$ cat src/rtl/seq_pkg.sv
package seq_pkg;
  typedef enum logic [2:0] {
    S_PWRUP    = 3'd0,
    S_QUAL     = 3'd1,
    S_SELFCLK  = 3'd2,
    S_RSTHOLD  = 3'd3,
    S_RUN      = 3'd4,
    S_STOP     = 3'd5,
    S_WAKEQUAL = 3'd6
  } seq_st_e;

  // width of a counter that must reach n-1
  function automatic int unsigned cnt_w(input int unsigned n);
    return (n < 3) ? 1 : $clog2(n);
  endfunction

  // system reset is held in these states
  function automatic logic in_reset(input seq_st_e s);
    return (s == S_PWRUP) || (s == S_QUAL) || (s == S_RSTHOLD);
  endfunction

  // system clocks are gated in these states
  function automatic logic clocks_gated(input seq_st_e s);
    return (s == S_STOP) || (s == S_WAKEQUAL);
  endfunction
endpackage

$ cat src/rtl/rst_filter.sv
module rst_filter #(
  parameter int MIN_LOW = 2
) (
  input  logic clk,
  input  logic por_n,
  input  logic pin_n,
  output logic accepted
);
  localparam int W = $clog2(MIN_LOW + 1);

  logic         pin_m, pin_s;
  logic [W-1:0] low_cnt;

  always_ff @(posedge clk or negedge por_n) begin
    if (!por_n) begin
      pin_m   <= 1'b1;
      pin_s   <= 1'b1;
      low_cnt <= '0;
    end else begin
      pin_m <= pin_n;
      pin_s <= pin_m;
      if (pin_s)
        low_cnt <= '0;
      else if (low_cnt != W'(MIN_LOW))
        low_cnt <= low_cnt + W'(1);
    end
  end

  assign accepted = (low_cnt == W'(MIN_LOW));

  // acceptance needs at least two consecutive low samples
  a_r4_two_lows: assert property (@(posedge clk) disable iff (!por_n)
    $rose(accepted) |-> (!$past(pin_s, 1) && !$past(pin_s, 2)));
endmodule

$ cat src/rtl/osc_qual.sv
module osc_qual #(
  parameter int EDGES  = 256,
  parameter int WINDOW = 4096
) (
  input  logic clk,
  input  logic por_n,
  input  logic osc_in,
  input  logic start,
  input  logic kill,
  output logic pass,
  output logic fail,
  output logic busy
);
  import seq_pkg::*;
  localparam int WW = cnt_w(WINDOW);
  localparam int EW = cnt_w(EDGES);

  logic          o_m, o_s, o_d;
  logic          rise;
  logic          active;
  logic [WW-1:0] win_cnt;
  logic [EW-1:0] edge_cnt;

  assign rise = o_s & ~o_d;
  assign pass = active && rise && (edge_cnt == EW'(EDGES - 1));
  assign fail = active && !pass && (win_cnt == WW'(WINDOW - 1));
  assign busy = active;

  always_ff @(posedge clk or negedge por_n) begin
    if (!por_n) begin
      o_m      <= 1'b0;
      o_s      <= 1'b0;
      o_d      <= 1'b0;
      active   <= 1'b0;
      win_cnt  <= '0;
      edge_cnt <= '0;
    end else begin
      o_m <= osc_in;
      o_s <= o_m;
      o_d <= o_s;
      if (start) begin
        active   <= 1'b1;
        win_cnt  <= '0;
        edge_cnt <= '0;
      end else if (kill || pass || fail) begin
        active <= 1'b0;
      end else if (active) begin
        win_cnt <= win_cnt + WW'(1);
        if (rise) edge_cnt <= edge_cnt + EW'(1);
      end
    end
  end

  // a qualification only begins on a start request
  a_r2_busy_from_start: assert property (@(posedge clk) disable iff (!por_n)
    $rose(busy) |-> $past(start));
endmodule

$ cat src/rtl/seq_fsm.sv
module seq_fsm #(
  parameter int STRETCH = 192,
  parameter int RETRY   = 1024
) (
  input  logic              clk,
  input  logic              por_n,
  input  logic              rst_acc,
  input  logic              chk_pass,
  input  logic              chk_fail,
  input  logic              chk_busy,
  input  logic              stop_req,
  input  logic              wake_irq,
  input  logic              flag_clr,
  output seq_pkg::seq_st_e  st,
  output logic              osc_ok,
  output logic              start_chk,
  output logic              kill_chk,
  output logic              por_flag
);
  import seq_pkg::*;
  localparam int SW = cnt_w(STRETCH);
  localparam int RW = cnt_w(RETRY);

  seq_st_e       nxt;
  logic          ext_pend;
  logic          retry_fire;
  logic [SW-1:0] scnt;
  logic [RW-1:0] rcnt;

  always_comb begin
    nxt        = st;
    retry_fire = 1'b0;
    if (rst_acc && st != S_PWRUP) begin
      nxt = S_RSTHOLD;
    end else begin
      case (st)
        S_PWRUP:   nxt = S_QUAL;
        S_QUAL:    if (chk_pass || chk_fail) nxt = S_RSTHOLD;
        S_RSTHOLD: begin
          if (ext_pend && !osc_ok) nxt = S_QUAL;
          else if (!ext_pend && scnt == SW'(STRETCH - 1))
            nxt = osc_ok ? S_RUN : S_SELFCLK;
        end
        S_SELFCLK: begin
          if (stop_req) nxt = S_STOP;
          else if (chk_pass) nxt = S_RUN;
          else if (!chk_busy && rcnt == RW'(RETRY - 1)) retry_fire = 1'b1;
        end
        S_RUN:      if (stop_req) nxt = S_STOP;
        S_STOP:     if (wake_irq) nxt = S_WAKEQUAL;
        S_WAKEQUAL: begin
          if (chk_pass) nxt = S_RUN;
          else if (chk_fail) nxt = S_SELFCLK;
        end
        default:    nxt = S_PWRUP;
      endcase
    end
  end

  assign start_chk = retry_fire
                   || (nxt == S_QUAL && st != S_QUAL)
                   || (nxt == S_WAKEQUAL && st != S_WAKEQUAL);
  assign kill_chk  = rst_acc || (nxt == S_STOP);

  always_ff @(posedge clk or negedge por_n) begin
    if (!por_n) begin
      st       <= S_PWRUP;
      osc_ok   <= 1'b0;
      ext_pend <= 1'b0;
      scnt     <= '0;
      rcnt     <= '0;
      por_flag <= 1'b1;
    end else begin
      st <= nxt;
      if (nxt == S_STOP)  osc_ok <= 1'b0;
      else if (chk_pass)  osc_ok <= 1'b1;
      else if (chk_fail)  osc_ok <= 1'b0;
      if (rst_acc) ext_pend <= 1'b1;
      else if (st == S_RSTHOLD) ext_pend <= 1'b0;
      if (st != S_RSTHOLD || rst_acc) scnt <= '0;
      else scnt <= scnt + SW'(1);
      if (st != S_SELFCLK || chk_busy || retry_fire) rcnt <= '0;
      else rcnt <= rcnt + RW'(1);
      if (flag_clr) por_flag <= 1'b0;
    end
  end

  // the power-up hold state is only seen with the power-on flag set
  a_r1_pwrup_flag: assert property (@(posedge clk) disable iff (!por_n)
    (st == S_PWRUP) |-> por_flag);
  // a qualified oscillator skips requalification after external reset
  a_r5_skip_check: assert property (@(posedge clk) disable iff (!por_n)
    (st == S_RSTHOLD && osc_ok && !rst_acc) |=> (st != S_QUAL));
  // the stretch leaves only after the full count
  a_r6_stretch_len: assert property (@(posedge clk) disable iff (!por_n)
    (st == S_RSTHOLD && $past(st) == S_RSTHOLD && !rst_acc && !ext_pend
     && (nxt == S_RUN || nxt == S_SELFCLK)) |-> (scnt == SW'(STRETCH - 1)));
  // the flag only falls on a software clear
  a_r9_flag_sw_only: assert property (@(posedge clk) disable iff (!por_n)
    $fell(por_flag) |-> $past(flag_clr));
endmodule

$ cat src/rtl/rst_clk_seq.sv
module rst_clk_seq #(
  parameter int P_EDGES   = 256,
  parameter int P_WINDOW  = 4096,
  parameter int P_STRETCH = 192,
  parameter int P_RETRY   = 1024,
  parameter int P_RST_MIN = 2
) (
  input  logic       clk,
  input  logic       por_n,
  input  logic       ext_rst_n,
  input  logic       osc_in,
  input  logic       stop_req,
  input  logic       wake_irq,
  input  logic       flag_clr,
  output logic       sys_rst_n,
  output logic       clk_run,
  output logic       use_osc,
  output logic       por_flag,
  output logic [2:0] state_o
);
  import seq_pkg::*;

  logic    rst_acc;
  logic    chk_pass, chk_fail, chk_busy;
  logic    start_chk, kill_chk;
  logic    osc_ok;
  seq_st_e st;

  rst_filter #(.MIN_LOW(P_RST_MIN)) u_filt (
    .clk(clk), .por_n(por_n), .pin_n(ext_rst_n), .accepted(rst_acc)
  );

  osc_qual #(.EDGES(P_EDGES), .WINDOW(P_WINDOW)) u_qual (
    .clk(clk), .por_n(por_n), .osc_in(osc_in), .start(start_chk),
    .kill(kill_chk), .pass(chk_pass), .fail(chk_fail), .busy(chk_busy)
  );

  seq_fsm #(.STRETCH(P_STRETCH), .RETRY(P_RETRY)) u_fsm (
    .clk(clk), .por_n(por_n), .rst_acc(rst_acc), .chk_pass(chk_pass),
    .chk_fail(chk_fail), .chk_busy(chk_busy), .stop_req(stop_req),
    .wake_irq(wake_irq), .flag_clr(flag_clr), .st(st), .osc_ok(osc_ok),
    .start_chk(start_chk), .kill_chk(kill_chk), .por_flag(por_flag)
  );

  assign sys_rst_n = !in_reset(st);
  assign clk_run   = !clocks_gated(st);
  assign use_osc   = osc_ok;
  assign state_o   = st;

  // clocks return on the oscillator only after a passing qualification
  a_r7_wake_gated: assert property (@(posedge clk) disable iff (!por_n)
    ($rose(clk_run) && use_osc) |-> $past(chk_pass));
  // the self clock state never selects the oscillator
  a_r3_selfclk_src: assert property (@(posedge clk) disable iff (!por_n)
    ($rose(st == S_SELFCLK)) |-> !use_osc);
endmodule

$ cat config.mk
export PLATFORM = sky130hd
export DESIGN_NAME = rst_clk_seq
export DESIGN_NICKNAME = d
export VERILOG_FILES = /design/src/rtl/seq_pkg.sv /design/src/rtl/rst_filter.sv /design/src/rtl/osc_qual.sv /design/src/rtl/seq_fsm.sv /design/src/rtl/rst_clk_seq.sv
export SDC_FILE = /design/constraint.sdc
export NUM_CORES = 1
export LEC_CHECK = 0
export BUFFER_PORTS_ARGS = -buffer_cell sky130_fd_sc_hd__buf_4
export CORE_ASPECT_RATIO = 0.75
export CORE_MARGIN = 2
export CORE_UTILIZATION = 45
export CTS_CLUSTER_SIZE = 25
export DETAILED_ROUTE_END_ITERATION = 10
export MAX_ROUTING_LAYER = met4
export PLACE_DENSITY = 0.69
export RECOVER_POWER = 25
export SYNTH_ARGS = -nofsm -noshare
export SYNTH_HDL_FRONTEND = slang
export SYNTH_SLANG_ARGS = --single-unit
$ cat constraint.sdc
create_clock -name clk -period 2.9 [get_ports clk]
set_input_delay 0.29 -clock clk [delete_from_list [all_inputs] [get_ports clk]]
set_output_delay 0.29 -clock clk [all_outputs]
set_load 0.05 [all_outputs]
; After elaboration in Yosys (flattened, before gate mapping)
; Cells that the tools add are included.
[totals]
mem_bits_rw = 0
wordCells = 115
register_bits = 52
latchBits = 0
in_bits = 7
memories = 0
romBits = 0
[classes]
eq_ne = 20
shift = 0
n_reduce_logical = 38
addsub = 5
n_lt_le_gt_ge = 0
n_mul = 0
n_div = 0
mux = 35
bitwise = 2
[op_table]
columns = op, n
row1 = 2-to-1 mux 8 bit, 5
row2 = 2-to-1 mux 12 bit, 3
row3 = 2-to-1 mux 3 bit, 11
row4 = case mux 3 bit (7 select lines), 1
row5 = "adder 8 x 1 -> 8 bit, second input constant", 2
row6 = "== test 8 bit, second input constant", 2
row7 = "== test 3 bit, second input constant", 5
row8 = "adder 12 x 1 -> 12 bit, second input constant", 1
row9 = "== test 12 bit, second input constant", 1
row10 = logical OR 1 bit, 12
row11 = 2-to-1 mux 1 bit, 12
row12 = "adder 10 x 1 -> 10 bit, second input constant", 1
row13 = "== test 10 bit, second input constant", 1
row14 = logical AND 1 bit, 10
row15 = 2-to-1 mux 10 bit, 1
row16 = nonzero test 2 bit, 5
row17 = "== test 3 x 1 -> 1 bit, second input constant", 2
row18 = "== test 3 x 2 -> 1 bit, second input constant", 2
row19 = zero test 1 bit, 6
row20 = "inequality test 3 x 2 -> 1 bit, second input constant", 2
row21 = nonzero test 3 bit, 2
row22 = 2-to-1 mux 2 bit, 2
row23 = "inequality test 2 bit, second input constant", 2
row24 = zero test 3 bit, 1
row25 = other kinds (8), 8

; Logic depth before layout (Yosys ltp)
; Gate-level depths: netlist of run 1.
[depth]
depth_word = 17
depth_mapped = 10
mapped_depth_nobuf = 8

; Modules after synthesis
; Synthesis of run 1 repeated with hierarchy kept, for this count alone.
[unflattened]
hier_cells = 281
area_unflattened_um2 = 2778.9
[modules_own_cells]
columns = module, n_inst, cells_per_inst, area_per_inst_um2, seq_area_each_um2
row1 = osc_qual, 1, 132, 1336.3, 600.6
row2 = seq_fsm, 1, 134, 1268.7, 601.8
row3 = rst_filter, 1, 11, 150.1, 102.6
row4 = rst_clk_seq, 1, 4, 23.8, 0.0

; Worst setup path before layout of run 1
; Ideal clock, no wire load.
[synth_path]
path_kind = reg-to-reg
startpoint = register u_fsm.st[1]
endpoint = register u_qual.edge_cnt[2]
required_time_ps = 2827
setup_slack_ps = 483
path_stages_with_launch = 9
synth_period_minus_slack_ps = 2417
n_path_buf = 2
t_arrival_ps = 2344
cell_sequence = dfrtp_1 > buf_2 > and3b_1 > o21ai_0 > a211o_1 > o21a_2 > buf_6 > or4_1 > a21oi_2
[synth_between]
elab_chain_cells = 10
word_cells_on_any_way = 39
[synth_lines]
columns = item, line
row1 = from (decl), seq_fsm.sv:14  ; output seq_pkg::seq_st_e st,
row2 = from (signal assigned), seq_fsm.sv:74  ; st <= nxt;
row3 = 2-to-1 mux 3 bit (on tied branches), "seq_fsm.sv:53, seq_fsm.sv:41, seq_fsm.sv:46"
row4 = 2-to-1 mux 3 bit (on tied branches), "seq_fsm.sv:52, seq_fsm.sv:40, seq_fsm.sv:45"
row5 = case mux 3 bit (7 select lines), seq_fsm.sv:36  ; case (st)
row6 = 2-to-1 mux 3 bit, seq_fsm.sv:33  ; if (rst_acc && st != S_PWRUP) begin
row7 = == test 3 x 1 -> 1 bit or == test 3 bit (tied branches), "seq_fsm.sv:61, seq_fsm.sv:63"
row8 = logical AND 1 bit or logical OR 1 bit (tied branches), "seq_fsm.sv:61, seq_fsm.sv:63"
row9 = logical OR 1 bit (on tied branches), "seq_fsm.sv:61, osc_qual.sv:45"
row10 = logical OR 1 bit (on tied branches), "seq_fsm.sv:62, osc_qual.sv:45"
row11 = inequality test 2 bit (no line) or nonzero test 2 bit (tied branches), n/a
row12 = AND reduction 3 bit (no line), n/a
row13 = to (signal assigned), osc_qual.sv:49  ; if (rise) edge_cnt <= edge_cnt + EW'(1);
row14 = to (decl), osc_qual.sv:22  ; logic [EW-1:0] edge_cnt;
; Several ways; a longest one is shown, not always the timed one.
; A chain may end at the register's enable or synchronous reset.

; Final worst setup path of run 1
[layout_path]
startpoint = register u_qual.edge_cnt[0]
endpoint = register u_qual.win_cnt[1]
[layout_between]
elab_chain_cells = 15
word_cells_on_any_way = 31
[layout_lines]
columns = item, line
row1 = == test 8 bit *, osc_qual.sv:25  ; assign pass = active && rise && (edge_cnt == EW'(EDGES - 1));
row2 = logical AND 1 bit *, osc_qual.sv:25
row3 = zero test 1 bit, osc_qual.sv:26  ; assign fail = active && !pass && (win_cnt == WW'(WINDOW - 1));
row4 = logical AND 1 bit (2 in a row), osc_qual.sv:26
row5 = 2-to-1 mux 3 bit or logical OR 1 bit (tied branches), "seq_fsm.sv:53, seq_fsm.sv:38"
row6 = 2-to-1 mux 3 bit (on tied branches), "seq_fsm.sv:52, seq_fsm.sv:38"
row7 = case mux 3 bit (7 select lines), seq_fsm.sv:36
row8 = 2-to-1 mux 3 bit, seq_fsm.sv:33
row9 = == test 3 x 1 -> 1 bit or == test 3 bit (tied branches), "seq_fsm.sv:61, seq_fsm.sv:63"
row10 = logical AND 1 bit or logical OR 1 bit (tied branches), "seq_fsm.sv:61, seq_fsm.sv:63"
row11 = logical OR 1 bit (on tied branches), "seq_fsm.sv:61, osc_qual.sv:45"
row12 = logical OR 1 bit (on tied branches), "seq_fsm.sv:62, osc_qual.sv:45"
row13 = inequality test 2 bit (no line) or nonzero test 2 bit (tied branches), n/a
row14 = AND reduction 2 bit (no line), n/a
row15 = to (signal assigned), osc_qual.sv:48  ; win_cnt <= win_cnt + WW'(1);
row16 = to (decl), osc_qual.sv:21  ; logic [WW-1:0] win_cnt;
; Every way passes the cells marked *; elsewhere a longest branch is shown, timed or not.

==> results.py, run 1 <==
metrics = {
    "floorplan": {
        "rows": 24,
        "core_um2": 5920,
        "initial_core_util": 0.475,
        "ioPinCount": 14,
        "fp.dieW_um": 95.3,
        "dieArea_um2": 6900,
        "die_y_um": 72.5,
    },
    "yosys": {
        "synth_compound_area_frac": 0.178,
        "ys_ff_latch": 52,
        "avgSynthCellArea_um2": 9.69,
        "synth_cell_type_count": 55,
        "synth_simple_gate_area_frac": 0.246,
        "synthArstFlopShare": 1.00,
        "synth_top_family_by_area": "simple AND/OR/NAND/NOR gates",
        "yosys_most_used_dff": "dfrtp_1",
        "synthCells": 290,
        "synth_fa_ha_area_frac": 0.0223,
        "synthXorXnorAreaFrac": 0.0467,
        "synth-edff-count": 0,
        "yosysSeqAreaShare": 0.464,
        "synthMuxAreaShare": 0.00356,
        "synth_area_um2": 2810,
        "synth_nets": 302,
        "ys_warn_count": 0,
    },
    "final_layout": {
        "drive_above_1_share": 0.169,
        "final_util": 0.523,
        "fillers": 547,
        "multi_input_comb_area_um2": 1400,
        "synthToLayoutAreaGrowth_pct": 10.1,
        "n_antenna_cell": 0,
        "num-nets-final": 312,
        "seq_area_um2": 1310,
    },
    "global_route": {
        "grt_max_degree": 53,
        "grt_pass1_wl_mm": 9.23,
        "overflow": 0,
        "grt_usage": 0.178,
        "grtUsageMet1": 0.269,
        "grtUsageMet3": 0.0405,
        "grt_pass1_vias": 1947,
        "antenna_found_initial": 0,
        "grt.busiest_layer": "met1",
        "gr-usage-met2": 0.233,
    },
    "cts": {
        "cts.htree.levels": 2,
        "clkLatencyLatePin_ps": 310,
        "clkTransAtPathRegs_ps": 90,
        "numCtsBuffers": 5,
        "cts_sinks": 52,
        "cts_setup_buffers": 0,
        "clockBufferDepth": 2,
        "cts_tree": "done",
        "hold_buffers": 0,
        "clockRootBuffer": "clkbuf_8",
    },
    "worst_setup_path": {
        "crit_type": "flop to flop",
        "worst_path_max_delay_cell": "or4_1",
        "critPathCapture": "u_qual.win_cnt[1]",
        "cp_max_fo": 6,
        "startpoint_type": "flop",
        "r2r_start": "u_qual.edge_cnt[0]",
        "cpPeakStageDelay_ps": 660,
        "path_cells": "ha_1, nand3b_1, or4_1, a211oi_4, o21ai_0, and3_1, o21ba_1",
        "startpoint": "u_qual.edge_cnt[0]",
        "arrival_ps": 2870,
        "reg2reg_to": "u_qual.win_cnt[1]",
        "ff2ff_setup_slack_ps": 230,
        "crit_path_end_kind": "flop",
        "critPathRequiredTime_ps": 3100,
        "worst_r2r_path_depth": 7,
    },
    "timing": {
        "relSlewSlack": 0.160,
        "fin_crit_sh": 0.920,
        "finClkSkew_ps": 5.62,
        "tightest_slew_ps": 1260,
        "final.setup.tns_ps": 0,
        "fin_crit_ps": 2670,
        "max_freq_ghz": 0.375,
        "final_max_slew_viol_count": 0,
        "hold_viol": 0,
        "rsz0062_at_grt": "false",
        "setup_viol_count_final": 0,
    },
    "placement": {
        "hpwl_mm": 3.72,
        "routabilityCongestion": 0.822,
        "io_buffers": 13,
    },
    "run_status": {
        "status": "finished, final reports clean",
    },
    "worst_hold_path": {
        "hold_start": "flag_clr",
        "min-delay-path-class": "input port to flop",
    },
    "pwr": {
        "intPower_mw": 1.16,
        "p_clk_frac": 0.353,
        "ir_drop_mv": 0.332,
        "total_power_mw": 1.53,
        "power.switching_mw": 0.378,
        "p_seq_frac": 0.538,
        "sw_frac_of_total": 0.246,
        "powerDensity_nw_per_um2": 496,
        "comb_power_share": 0.109,
        "leakagePower_nw": 1.23,
    },
    "drt": {
        "drc": 0,
        "routedWlPerCell_um": 14.5,
        "drt_iter0_drc": 147,
        "routed_wl_mm": 5.49,
        "ant_nets": 0,
        "vias": 2128,
        "drt-pass1-iter-count": 4,
        "vias_per_cell": 5.61,
    },
    "run": {
        "drv_cap": 0,
    },
}
-- cells by family after synthesis --
logic type               count (synthesis)
buffers and inverters                   21
flip-flops                              52
AO/OA/AOI/OAI                           69
AND/OR/NAND/NOR                        127
XOR/XNOR                                15
adder cells (fa/ha/maj)                  5
multiplexers                             1
-- worst min-delay path by stage --
stage | cells after the start | endpoint | slack [ps]
6_report | 2 | u_fsm.por_flag | 80
5_1_grt | 2 | u_fsm.por_flag | 70
4_1_cts | 1 | u_fsm.rcnt[0] | 30
3_3_place_gp | 0 | u_qual.o_s | 330
3_5_place_dp | 0 | u_qual.o_s | 340
2_1_floorplan | 0 | u_filt.low_cnt[0] | -6
-- synth_stat cells (7+ instances only) --
library cell / number / area [um2]
nor2_1: 27 / 101
nand2_1: 21 / 78.8
o21ai_0: 9 / 45.0
a21oi_1: 13 / 65.1
xor2_1: 9 / 78.8
nor3_1: 9 / 45.0
dfrtp_1: 49 / 1230
or3_1: 8 / 50.1
or4_1: 7 / 52.6
o21ai_1: 7 / 35.0
nand3_1: 15 / 75.1
nand2b_1: 8 / 50.1
a21oi_2: 10 / 87.6
and3_1: 8 / 50.1
-- cell type report --
type | count | share of cell area
Multi-Input combinational cell | 217 | 0.453
Timing Repair Buffer | 17 | 0.0445
Sequential cell | 52 | 0.422
Tap cell | 78 | 0.0315
Clock buffer | 7 | 0.0311
Inverter | 7 | 0.00849
Clock inverter | 1 | 0.00970
-- cell usage in the layout (no fill, tap or decap), types with 7 or more instances in the layout --
cell	netlist	layout
dfrtp_1	49	49
nor2_1	27	27
nand2_1	21	21
nand3_1	15	15
a21oi_1	13	13
buf_4	1	13
a21oi_2	10	10
o21ai_0	9	9
nor3_1	9	9
xor2_1	9	9
or3_1	8	8
nand2b_1	8	8
and3_1	8	8
or4_1	7	7
o21ai_1	7	7
clkbuf_8	0	7
-- through the flow --
stage	worst slack [ps]	instances	cell area (um2)	hold slack [ps]
floorplan	483	290	2810	-5.59
global placement	325	371	2970	333
detailed placement	230	371	2970	339
CTS	202	379	3090	27.9
global route	105	379	3100	71.2
finish	233	379	3100	81.8
-- registers in the layout, indices dropped and copies added, names as in the netlist --
name,cells
u_fsm.scnt,8
u_fsm.osc_ok,1
u_fsm.rcnt,10
u_fsm.por_flag,1
u_qual.edge_cnt,8
u_filt.pin_s,1
u_qual.o_m,1
u_qual.busy,1
u_fsm.st,3
u_qual.o_s,1
u_filt.low_cnt,2
u_qual.o_d,1
u_qual.win_cnt,12
u_filt.pin_m,1
u_fsm.ext_pend,1
-- timing repair --
action	CTS	global route
endpoints found under the setup margin	0	1
gates resized for setup	0	1
hold endpoints to repair	0	0
-- routing by layer --
| layer | share of wire | routed length (um) | vias up |
|---|---|---|---|
| met1 | 0.53 | 2900 | 1010 |
| met4 | 0.013 | 74 | 0 |
| met5 | 0 | 0 | - |
| li1 | - | - | 1064 |
| met2 | 0.41 | 2250 | 47 |
| met3 | 0.048 | 264 | 7 |
-- critical path, delay by kind of cell (launching register included) --
kind,cells,cell delay [ps]
AOI/OAI and AO/OA,3,850
adders and majority gates,1,160
DFF,1,410
and+or+nand+nor,3,1140
-- power groups by stage --
stage                     sequential [mW]  clock [mW]  combinational [mW]
final                               0.826       0.542               0.168
after detailed placement            0.841           0               0.172
after global placement              0.838           0               0.168
after floorplan                     0.828           0               0.126
after CTS                           0.826       0.552               0.172
after global routing                0.834       0.576               0.197
(Power assumes the default switching activity.)
==> run 2, diff against run 1 <==
--- a/config.mk
+++ b/config.mk
@@ -8,11 +8,11 @@
 export BUFFER_PORTS_ARGS = -buffer_cell sky130_fd_sc_hd__buf_4
 export CORE_ASPECT_RATIO = 0.75
 export CORE_MARGIN = 2
-export CORE_UTILIZATION = 45
+export CORE_UTILIZATION = 60
 export CTS_CLUSTER_SIZE = 25
 export DETAILED_ROUTE_END_ITERATION = 10
 export MAX_ROUTING_LAYER = met4
-export PLACE_DENSITY = 0.69
+export PLACE_DENSITY = 0.85
 export RECOVER_POWER = 25
 export SYNTH_ARGS = -nofsm -noshare
 export SYNTH_HDL_FRONTEND = slang
==> run 2 against run 1 <==
Largest power group unchanged. Setup slack worse by 19 ps. Sequential share of layout area up 0.41 points. Critical path type unchanged. Clock power up 6.3%.
==> results.py, run 2 (same netlist as run 1, synthesis figures left out) <==
metrics = {
    "run_status": {
        "status": "finished, final reports clean",
    },
    "pwr": {
        "p_clk_frac": 0.364,
        "total_power_mw": 1.58,
        "sw_frac_of_total": 0.245,
        "p_seq_frac": 0.522,
        "comb_power_share": 0.113,
        "ir_drop_mv": 0.351,
        "leakagePower_nw": 1.23,
        "intPower_mw": 1.19,
        "power.switching_mw": 0.387,
        "powerDensity_nw_per_um2": 516,
    },
    "worst_setup_path": {
        "path_cells": "ha_1, nand3b_1, or4_1, a211oi_4, o21a_2, o21ai_0, a21oi_2",
        "r2r_start": "u_qual.edge_cnt[0]",
        "worst_path_max_delay_cell": "or4_1",
        "arrival_ps": 2930,
        "startpoint_type": "flop",
        "worstSetupPathDepth": 7,
        "startpoint": "u_qual.edge_cnt[0]",
        "cp_top_family": "compound AO/OA/AOI/OAI gates",
        "critPathRequiredTime_ps": 3140,
        "crit_type": "flop to flop",
        "ff2ff_setup_slack_ps": 210,
        "cp_max_fo": 30,
        "reg2reg_to": "u_qual.edge_cnt[1]",
        "cpPeakStageDelay_ps": 650,
        "crit_path_end_kind": "flop",
        "path_buf_inv": 0,
        "worst_r2r_path_depth": 7,
        "critPathCapture": "u_qual.edge_cnt[1]",
    },
    "drt": {
        "vias_per_cell": 6.11,
        "drt_iter0_drc": 165,
        "drt-pass1-iter-count": 4,
        "vias": 2180,
        "routedWlPerCell_um": 15.7,
        "drc": 0,
        "ant_nets": 0,
        "routed_wl_mm": 5.61,
    },
    "timing": {
        "max_freq_ghz": 0.372,
        "final.setup.tns_ps": 0,
        "fin_crit_sh": 0.926,
        "relSlewSlack": 0.157,
        "holdWs_ps": 84.4,
        "rsz0062_at_grt": "false",
        "fin_crit_ps": 2690,
        "final_max_slew_viol_count": 0,
        "finClkSkew_ps": 9.97,
        "setup_viol_count_final": 0,
        "hold_viol": 0,
        "tightest_slew_ps": 1260,
    },
    "global_route": {
        "gr-usage-met2": 0.350,
        "grt_usage": 0.235,
        "grt_pass1_vias": 2056,
        "grt_pass1_wl_mm": 9.52,
        "overflow": 0,
        "grtUsageMet3": 0.0459,
        "antenna_found_initial": 0,
        "grt.busiest_layer": "met2",
        "grtUsageMet1": 0.323,
        "grt_max_degree": 53,
    },
    "final_layout": {
        "stdcell_count": 357,
        "reg_top3": "u_qual.win_cnt x12, u_fsm.rcnt x10",
        "fillers": 343,
        "largest_reg_flops": 12,
        "synthToLayoutAreaGrowth_pct": 9.03,
        "drive_above_1_share": 0.167,
        "final_cell_mix": "49 x dfrtp_1, 27 x nor2_1, 21 x nand2_1",
        "n_antenna_cell": 0,
        "regMostFlops": "u_qual.win_cnt",
        "final_common_cell": "dfrtp_1",
        "num-nets-final": 312,
    },
    "floorplan": {
        "initial_core_util": 0.626,
        "die_y_um": 63.3,
        "rows": 21,
        "fp.dieW_um": 83.0,
        "dieArea_um2": 5250,
        "core_um2": 4490,
        "ioPinCount": 14,
    },
    "cts": {
        "numCtsBuffers": 5,
        "clkLatencyLatePin_ps": 310,
        "clockRootBuffer": "clkbuf_8",
        "cts.htree.levels": 2,
        "cts_tree": "done",
        "cts_sinks": 52,
        "hold_buffers": 0,
        "clkTransAtPathRegs_ps": 90,
        "cts_resized": 0,
        "cts_setup_buffers": 0,
        "clockBufferDepth": 2,
    },
    "placement": {
        "hpwl_mm": 3.84,
        "dpl.cell_count": 350,
        "io_buffers": 13,
        "routabilityCongestion": 0.884,
    },
    "run": {
        "drv_cap": 0,
    },
    "worst_hold_path": {
        "min-delay-path-class": "input port to flop",
    },
}
-- run 2: changes by cell type in the layout (fill, tap and decap cells not counted), sizes merged --
cell,change
clkbuf,-2
bufinv,+1
-- run 2: cell type report --
cell class / instances / area, um2 / share of cell area
multi-input combinational: 217 / 1400 / 0.456
clock buffer: 5 / 68.8 / 0.0224
inverter: 7 / 26.3 / 0.00857
sequential: 52 / 1310 / 0.426
clock inverter: 2 / 60.1 / 0.0196
tap: 57 / 71.3 / 0.0233
timing repair buffer: 17 / 138 / 0.0449
-- run 2: how the worst min path moves through the flow --
stage | from | end | slack [ps] | cells after the start
floorplan | por_n | u_filt.low_cnt[0] | -6 | 0
global placement | u_qual.o_m | u_qual.o_s | 330 | 0
detailed placement | u_qual.o_m | u_qual.o_s | 340 | 0
CTS | por_n | u_qual.win_cnt[9] | 20 | 1
global route | ext_rst_n | u_filt.pin_m | 70 | 1
finish | flag_clr | u_fsm.por_flag | 80 | 2
-- run 2: power by group through the flow --
stage | Combinational, mW | Sequential, mW | Clock, mW
after global routing | 0.205 | 0.835 | 0.614
after global placement | 0.165 | 0.837 | 0
after CTS | 0.180 | 0.825 | 0.584
after floorplan | 0.126 | 0.828 | 0
after detailed placement | 0.182 | 0.837 | 0
final | 0.179 | 0.826 | 0.576
-- run 2: per-stage QoR --
step | setup WS, ps | cell area, um2 | util
2_1_floorplan | 483 | 2810 | -
6_report | 214 | 3070 | 0.682
3_3_place_gp | 344 | 2940 | 0.654
3_5_place_dp | 260 | 2940 | 0.654
4_1_cts | 249 | 3070 | 0.683
5_1_grt | 33.1 | 3070 | 0.682
-- run 2: per-layer routing --
metal  part of all wire  routed length (um)  vias up
met4              0.017                  97        0
met2               0.45                2510       57
met3              0.051                 288       10
li1                   -                   -     1067
met5                  0                   0        -
met1               0.48                2710     1046
